**src/rtl/m35_pkg.sv**
```systemverilog
package m35_pkg;
  localparam int unsigned NUM_CH = 3;

  // stride of channel ch: a, b, a*b (inclusion-exclusion needs coprime a, b)
  function automatic int unsigned ch_stride(int unsigned ch, int unsigned a, int unsigned b);
    if (ch == 0) return a;
    else if (ch == 1) return b;
    else return a * b;
  endfunction

  function automatic longint unsigned ref_sum(int unsigned lim, int unsigned a, int unsigned b);
    longint unsigned s = 0;
    for (int unsigned i = 0; i < lim; i++)
      if ((i % a) == 0 || (i % b) == 0) s += i;
    return s;
  endfunction
endpackage

```
**src/rtl/m35_stride_acc.sv**
```systemverilog
module m35_stride_acc #(
  parameter int unsigned STRIDE = 3,
  parameter int unsigned LIMIT  = 1000,
  parameter int unsigned CNT_W  = 11,
  parameter int unsigned SUM_W  = 18
) (
  input  logic             clk_i,
  input  logic             rst_ni,
  input  logic             run_i,
  output logic [SUM_W-1:0] sum_o,
  output logic             done_o
);
  logic [CNT_W-1:0] cnt_q;
  logic [SUM_W-1:0] sum_q;
  logic             done_q;

  always_ff @(posedge clk_i or negedge rst_ni) begin
    if (!rst_ni) begin
      cnt_q  <= '0;
      sum_q  <= '0;
      done_q <= 1'b0;
    end else if (run_i && !done_q) begin
      if (cnt_q < CNT_W'(LIMIT)) begin
        sum_q <= sum_q + SUM_W'(cnt_q);
        cnt_q <= cnt_q + CNT_W'(STRIDE);
      end else begin
        done_q <= 1'b1;
      end
    end
  end

  assign sum_o  = sum_q;
  assign done_o = done_q;
endmodule

```
**src/rtl/m35_combine.sv**
```systemverilog
module m35_combine #(
  parameter int unsigned SUM_W = 18
) (
  input  logic             clk_i,
  input  logic             rst_ni,
  input  logic             done_i,
  input  logic [SUM_W-1:0] sum_a_i,
  input  logic [SUM_W-1:0] sum_b_i,
  input  logic [SUM_W-1:0] sum_ab_i,
  output logic [SUM_W-1:0] result_o,
  output logic             valid_o
);
  logic [SUM_W-1:0] res_q;
  logic             vld_q;

  always_ff @(posedge clk_i or negedge rst_ni) begin
    if (!rst_ni) begin
      res_q <= '0;
      vld_q <= 1'b0;
    end else if (done_i && !vld_q) begin
      res_q <= sum_a_i + sum_b_i - sum_ab_i;
      vld_q <= 1'b1;
    end
  end

  assign result_o = res_q;
  assign valid_o  = vld_q;
endmodule

```
**src/rtl/m35_acc.sv**
```systemverilog
module m35_acc #(
  parameter int unsigned LIMIT = 1000,
  parameter int unsigned DIV_A = 3,
  parameter int unsigned DIV_B = 5,
  parameter int unsigned RES_W = 18
) (
  input  logic             clk_i,
  input  logic             rst_ni,
  input  logic             en_i,
  output logic [RES_W-1:0] result_o,
  output logic             valid_o
);
  import m35_pkg::*;

  localparam int unsigned MAX_STR = DIV_A * DIV_B;
  localparam int unsigned CNT_W   = $clog2(LIMIT + MAX_STR + 1);
  // DIV_A is the smallest stride, so its chain finishes last
  localparam int unsigned LEAD_CH = 0;

  logic                         run_q;
  logic [NUM_CH-1:0]            ch_done;
  logic [NUM_CH-1:0][RES_W-1:0] ch_sum;
  logic                         lead_done;

  always_ff @(posedge clk_i or negedge rst_ni) begin
    if (!rst_ni)   run_q <= 1'b0;
    else if (en_i) run_q <= 1'b1;
  end

  for (genvar g = 0; g < NUM_CH; g++) begin : g_ch
    m35_stride_acc #(
      .STRIDE(ch_stride(g, DIV_A, DIV_B)),
      .LIMIT (LIMIT),
      .CNT_W (CNT_W),
      .SUM_W (RES_W)
    ) u_acc (
      .clk_i (clk_i),
      .rst_ni(rst_ni),
      .run_i (run_q),
      .sum_o (ch_sum[g]),
      .done_o(ch_done[g])
    );
  end

  assign lead_done = ch_done[LEAD_CH];

  m35_combine #(.SUM_W(RES_W)) u_comb (
    .clk_i   (clk_i),
    .rst_ni  (rst_ni),
    .done_i  (lead_done),
    .sum_a_i (ch_sum[0]),
    .sum_b_i (ch_sum[1]),
    .sum_ab_i(ch_sum[2]),
    .result_o(result_o),
    .valid_o (valid_o)
  );
endmodule

```
**config.mk**
```make
export PLATFORM = sky130hd
export DESIGN_NAME = m35_acc
export DESIGN_NICKNAME = d
export VERILOG_FILES = /design/src/rtl/m35_pkg.sv /design/src/rtl/m35_stride_acc.sv /design/src/rtl/m35_combine.sv /design/src/rtl/m35_acc.sv
export SDC_FILE = /design/constraint.sdc
export NUM_CORES = 1
export LEC_CHECK = 0
export CAP_MARGIN = 20
export CORE_UTILIZATION = 56
export DETAILED_ROUTE_END_ITERATION = 12
export PLACE_DENSITY = 0.86
export SETUP_SLACK_MARGIN = 0.05
export SYNTH_ARGS = -nofsm -noshare
export SYNTH_HDL_FRONTEND = slang
export SYNTH_SLANG_ARGS = --single-unit
export TNS_END_PERCENT = 50
```
**constraint.sdc**
```tcl
create_clock -name clk_i -period 2.6 [get_ports clk_i]
set_input_delay 0.52 -clock clk_i [delete_from_list [all_inputs] [get_ports clk_i]]
set_output_delay 0.52 -clock clk_i [all_outputs]
set_load 0.01 [all_outputs]
```
==> qor.yml <==
route:
  avgViaCountPerCell: 5.80
  drtIter0Drc: 474
  vias: 5924
  firstDrtPassIters: 8
  ant_nets: 0
  drt_wl_total_mm: 17.3
  drc: 0
  wl_per_cell_um: 16.9
floorplan:
  die_y_um: 114
  die_area_sq_mm: 0.0130
  die_x_um: 114
  rows: 40
  coreArea_sq_mm: 0.0121
  start_util: 0.580
  ioPinCount: 22
outcome:
  violations: "setup timing"
  status: "complete, but fails checks"
worst_setup_path:
  reg2regPathDepth: 13
  start_kind: "register"
  critPathMaxFanout: 3
  reg2reg_to: "u_comb.result_o[14]$_DFFE_PN0P_"
  arrival_ns: 3.01
  end_kind: "register"
  crit_required_ns: 2.89
  ff2ff_setup_slack_ns: -0.12
  rr_startpoint: "g_ch[1].u_acc.sum_o[0]$_DFFE_PN0P_"
  path_class: "reg2reg"
yosys:
  synth_fa_ha_area_frac: 0.148
  syn_area_sq_mm: 0.00703
  postSynth.asyncResetShare: 1.00
  synth_top_family_by_area: "compound AO/OA/AOI/OAI gates"
  yosysUniqueCellTypes: 70
  synthCells: 754
  syn_avg_cell_area_sq_um: 9.32
  synth_xor_area_frac: 0.0997
  yosysTopAreaCell: "dfrtp_1"
  synthMuxAreaShare: 0.00801
  synth_fp_nets: 828
  synth-main-ff-cell: "dfrtp_1"
  ys_seq_elements: 107
  seq_area_frac_synth: 0.381
  synth_compound_gate_area_share: 0.166
  synth_top_area_share: 0.381
  yosys_warnings: 0
  synthSimpleGateAreaFrac: 0.145
  synth-edff-count: 0
  synth_area_leaders: "dfrtp_1 (38%), ha_1 (9.1%), xnor2_1 (6.0%)"
layout:
  register_area_sq_mm: 0.00268
  area_growth_pct: 21.3
  drive_above_1_share: 0.181
  multi_input_area_sq_mm: 0.00425
  fill_cells: 864
  finish.net_count: 923
  diodes: 0
place:
  portBuffers: 21
  hpwl_mm: 12.0
  gp_congestion: 0.884
timing:
  final-setup-viol-count: 3
  grt_setup_unrepaired: "true"
  tightest_slew_ns: 0.879
  layout_min_cycle_time_ns: 2.72
  fin_skew_ns: 0.00863
  maxSlewHeadroom: 0.414
  worst_hold_slack_ns: 0.477
  max_freq_ghz: 0.368
  hold_viol: 0
  fin_crit_sh: 1.05
  fin_ws_ns: -0.120
  drv_slew: 0
global_route:
  grt_usage: 0.264
  grt_start_max_net_pins: 64
  grt_pass1_vias: 5607
  met2_usage: 0.432
  grt_remaining_overflow: 0
  grt_pass1_wl_mm: 26.7
  grtUsageMet1: 0.347
  antenna_found_initial: 0
  use_met3: 0.0632
  grt-busiest-layer: "met2"
job:
  max_cap_violations: 0
clock_network:
  cts_made_buffers: 9
  cts_tree: "done"
  worstSkewPairLatency_ns: 0.36
  cts.sinks: 107
  clk_pin_slew_ns: 0.07
  clockRootBuffer: "clkbuf_16"
  cts_max_level: 3
  cts_max_path_buffers: 2
min_path:
  min_from: "g_ch[1].u_acc.done_o$_DFFE_PN0P_"
  hold_path.class: "reg2reg"
  hold_path_end: "g_ch[1].u_acc.done_o$_DFFE_PN0P_"
  hold_depth: 1
-- what timing repair did --
| action | CTS | global route |
|---|---|---|
| pin swaps | 10 | 15 |
| gates resized for setup | 11 | 32 |
| endpoints found under the hold margin | 9 | 0 |
| hold buffers | 1 | 0 |
| buffers inserted | 1 | 7 |
| gates cloned | 0 | 0 |
| endpoints found under the setup margin | 11 | 21 |
-- cell families (layout without fill, tap and decap cells) --
family | after synthesis | count (layout)
xor gates and xnor gates | 80 | 80
muxes | 5 | 5
adders and majority gates | 71 | 71
DFF | 107 | 107
and+or+nand+nor | 214 | 214
buffers and inverters | 97 | 197
AOI/OAI and AO/OA | 180 | 180
-- flip-flops by register name, indices dropped and copies added (netlist names) --
name               flops
u_comb.valid_o         1
g_ch.u_acc.cnt_q      30
g_ch.u_acc.done_o      3
g_ch.u_acc.sum_o      54
u_comb.result_o       18
run_q                  1
-- per-layer routing --
metal / wire [um] / vias to the layer above
met5: 0 / -
met1: 7250 / 2878
met4: 539 / 0
met3: 872 / 58
met2: 8610 / 195
li1: - / 2793
-- cell usage in the layout, fill, tap and decap left out, types with 6 or more instances in the layout --
cell type          n
ha_4               8
nand3_1           22
nor4_1             6
nand2b_1           8
o21ai_0           40
nor3_1             6
inv_1             73
a211oi_1          10
a21oi_2            7
dfrtp_1          107
nand2_1           87
a21o_1            17
clkbuf_16          9
fa_1              19
xor2_1            32
nand4_1           10
xnor2_1           48
ha_1              42
inv_2              7
a21oi_1           31
buf_4             79
o21ai_1           16
clkdlybuf4s50_1   20
nor2_1            38
o21a_1             8
-- critical path, cell delays in order, from the launching register on --
cell	delay (ns)
dfrtp_1	0.35
inv_1	0.06
ha_1	0.28
inv_1	0.08
ha_1	0.21
inv_1	0.07
fa_2	0.37
nor2b_4	0.13
o31a_1	0.19
buf_4	0.14
o21a_1	0.13
nor2_2	0.06
or4_1	0.47
nand3_1	0.10
-- synthesized netlist by cell type, drive strengths merged, types with 2 or more instances --
cell type	n
a21oi	38
nor3b	3
or2	7
dfrtp	107
o21ai	58
and3	4
nor2	40
nand2b	8
a211oi	15
xor2	32
inv	80
ha	51
xnor2	48
or3	2
a21o	18
fa	20
o21a	8
nand4	10
clkbuf	10
nor4	7
a21boi	2
a31oi	4
nand2	88
o2111ai	2
o21bai	4
buf	7
nor2b	6
mux2	5
o41ai	2
a31o	4
nor3	7
o31ai	7
nor4b	2
o211ai	4
nand3	23
-- how the worst max path moves through the flow --
stage                                              from                               to  depth (start not counted)
global route         g_ch[1].u_acc.sum_o[0]$_DFFE_PN0P_  u_comb.result_o[14]$_DFFE_PN0P_                         13
global placement     g_ch[0].u_acc.sum_o[2]$_DFFE_PN0P_  u_comb.result_o[12]$_DFFE_PN0P_                         10
floorplan           g_ch[0].u_acc.sum_o[10]$_DFFE_PN0P_  u_comb.result_o[17]$_DFFE_PN0P_                         10
detailed placement   g_ch[0].u_acc.sum_o[2]$_DFFE_PN0P_  u_comb.result_o[12]$_DFFE_PN0P_                         10
CTS                  g_ch[2].u_acc.sum_o[2]$_DFFE_PN0P_  u_comb.result_o[12]$_DFFE_PN0P_                          9
finish               g_ch[1].u_acc.sum_o[0]$_DFFE_PN0P_  u_comb.result_o[14]$_DFFE_PN0P_                         13
-- metrics by stage --
| step | util | area, sq um | TNS, ns | worst slack (ns) | std cells |
|---|---|---|---|---|---|
| 2_1_floorplan | - | 7090 | 0 | 0.0283 | 754 |
| 3_3_place_gp | 0.659 | 7980 | -0.0362 | -0.0362 | 997 |
| 3_5_place_dp | 0.659 | 7980 | -0.284 | -0.0952 | 997 |
| 4_1_cts | 0.685 | 8300 | -0.276 | -0.0750 | 1015 |
| 5_1_grt | 0.704 | 8530 | -0.958 | -0.232 | 1022 |
| 6_report | 0.704 | 8530 | -0.267 | -0.120 | 1022 |
-- layout make-up --
cell class,count,area share
Sequential cell,107,0.314
Multi-Input combinational cell,550,0.498
Clock inverter,5,0.00440
Clock buffer,11,0.0273
Timing Repair Buffer,101,0.0965
Inverter,80,0.0352
Tap cell,168,0.0246
Power is not shown: default switching activity piles up to over one toggle a cycle in this logic, so the estimate is an artifact.
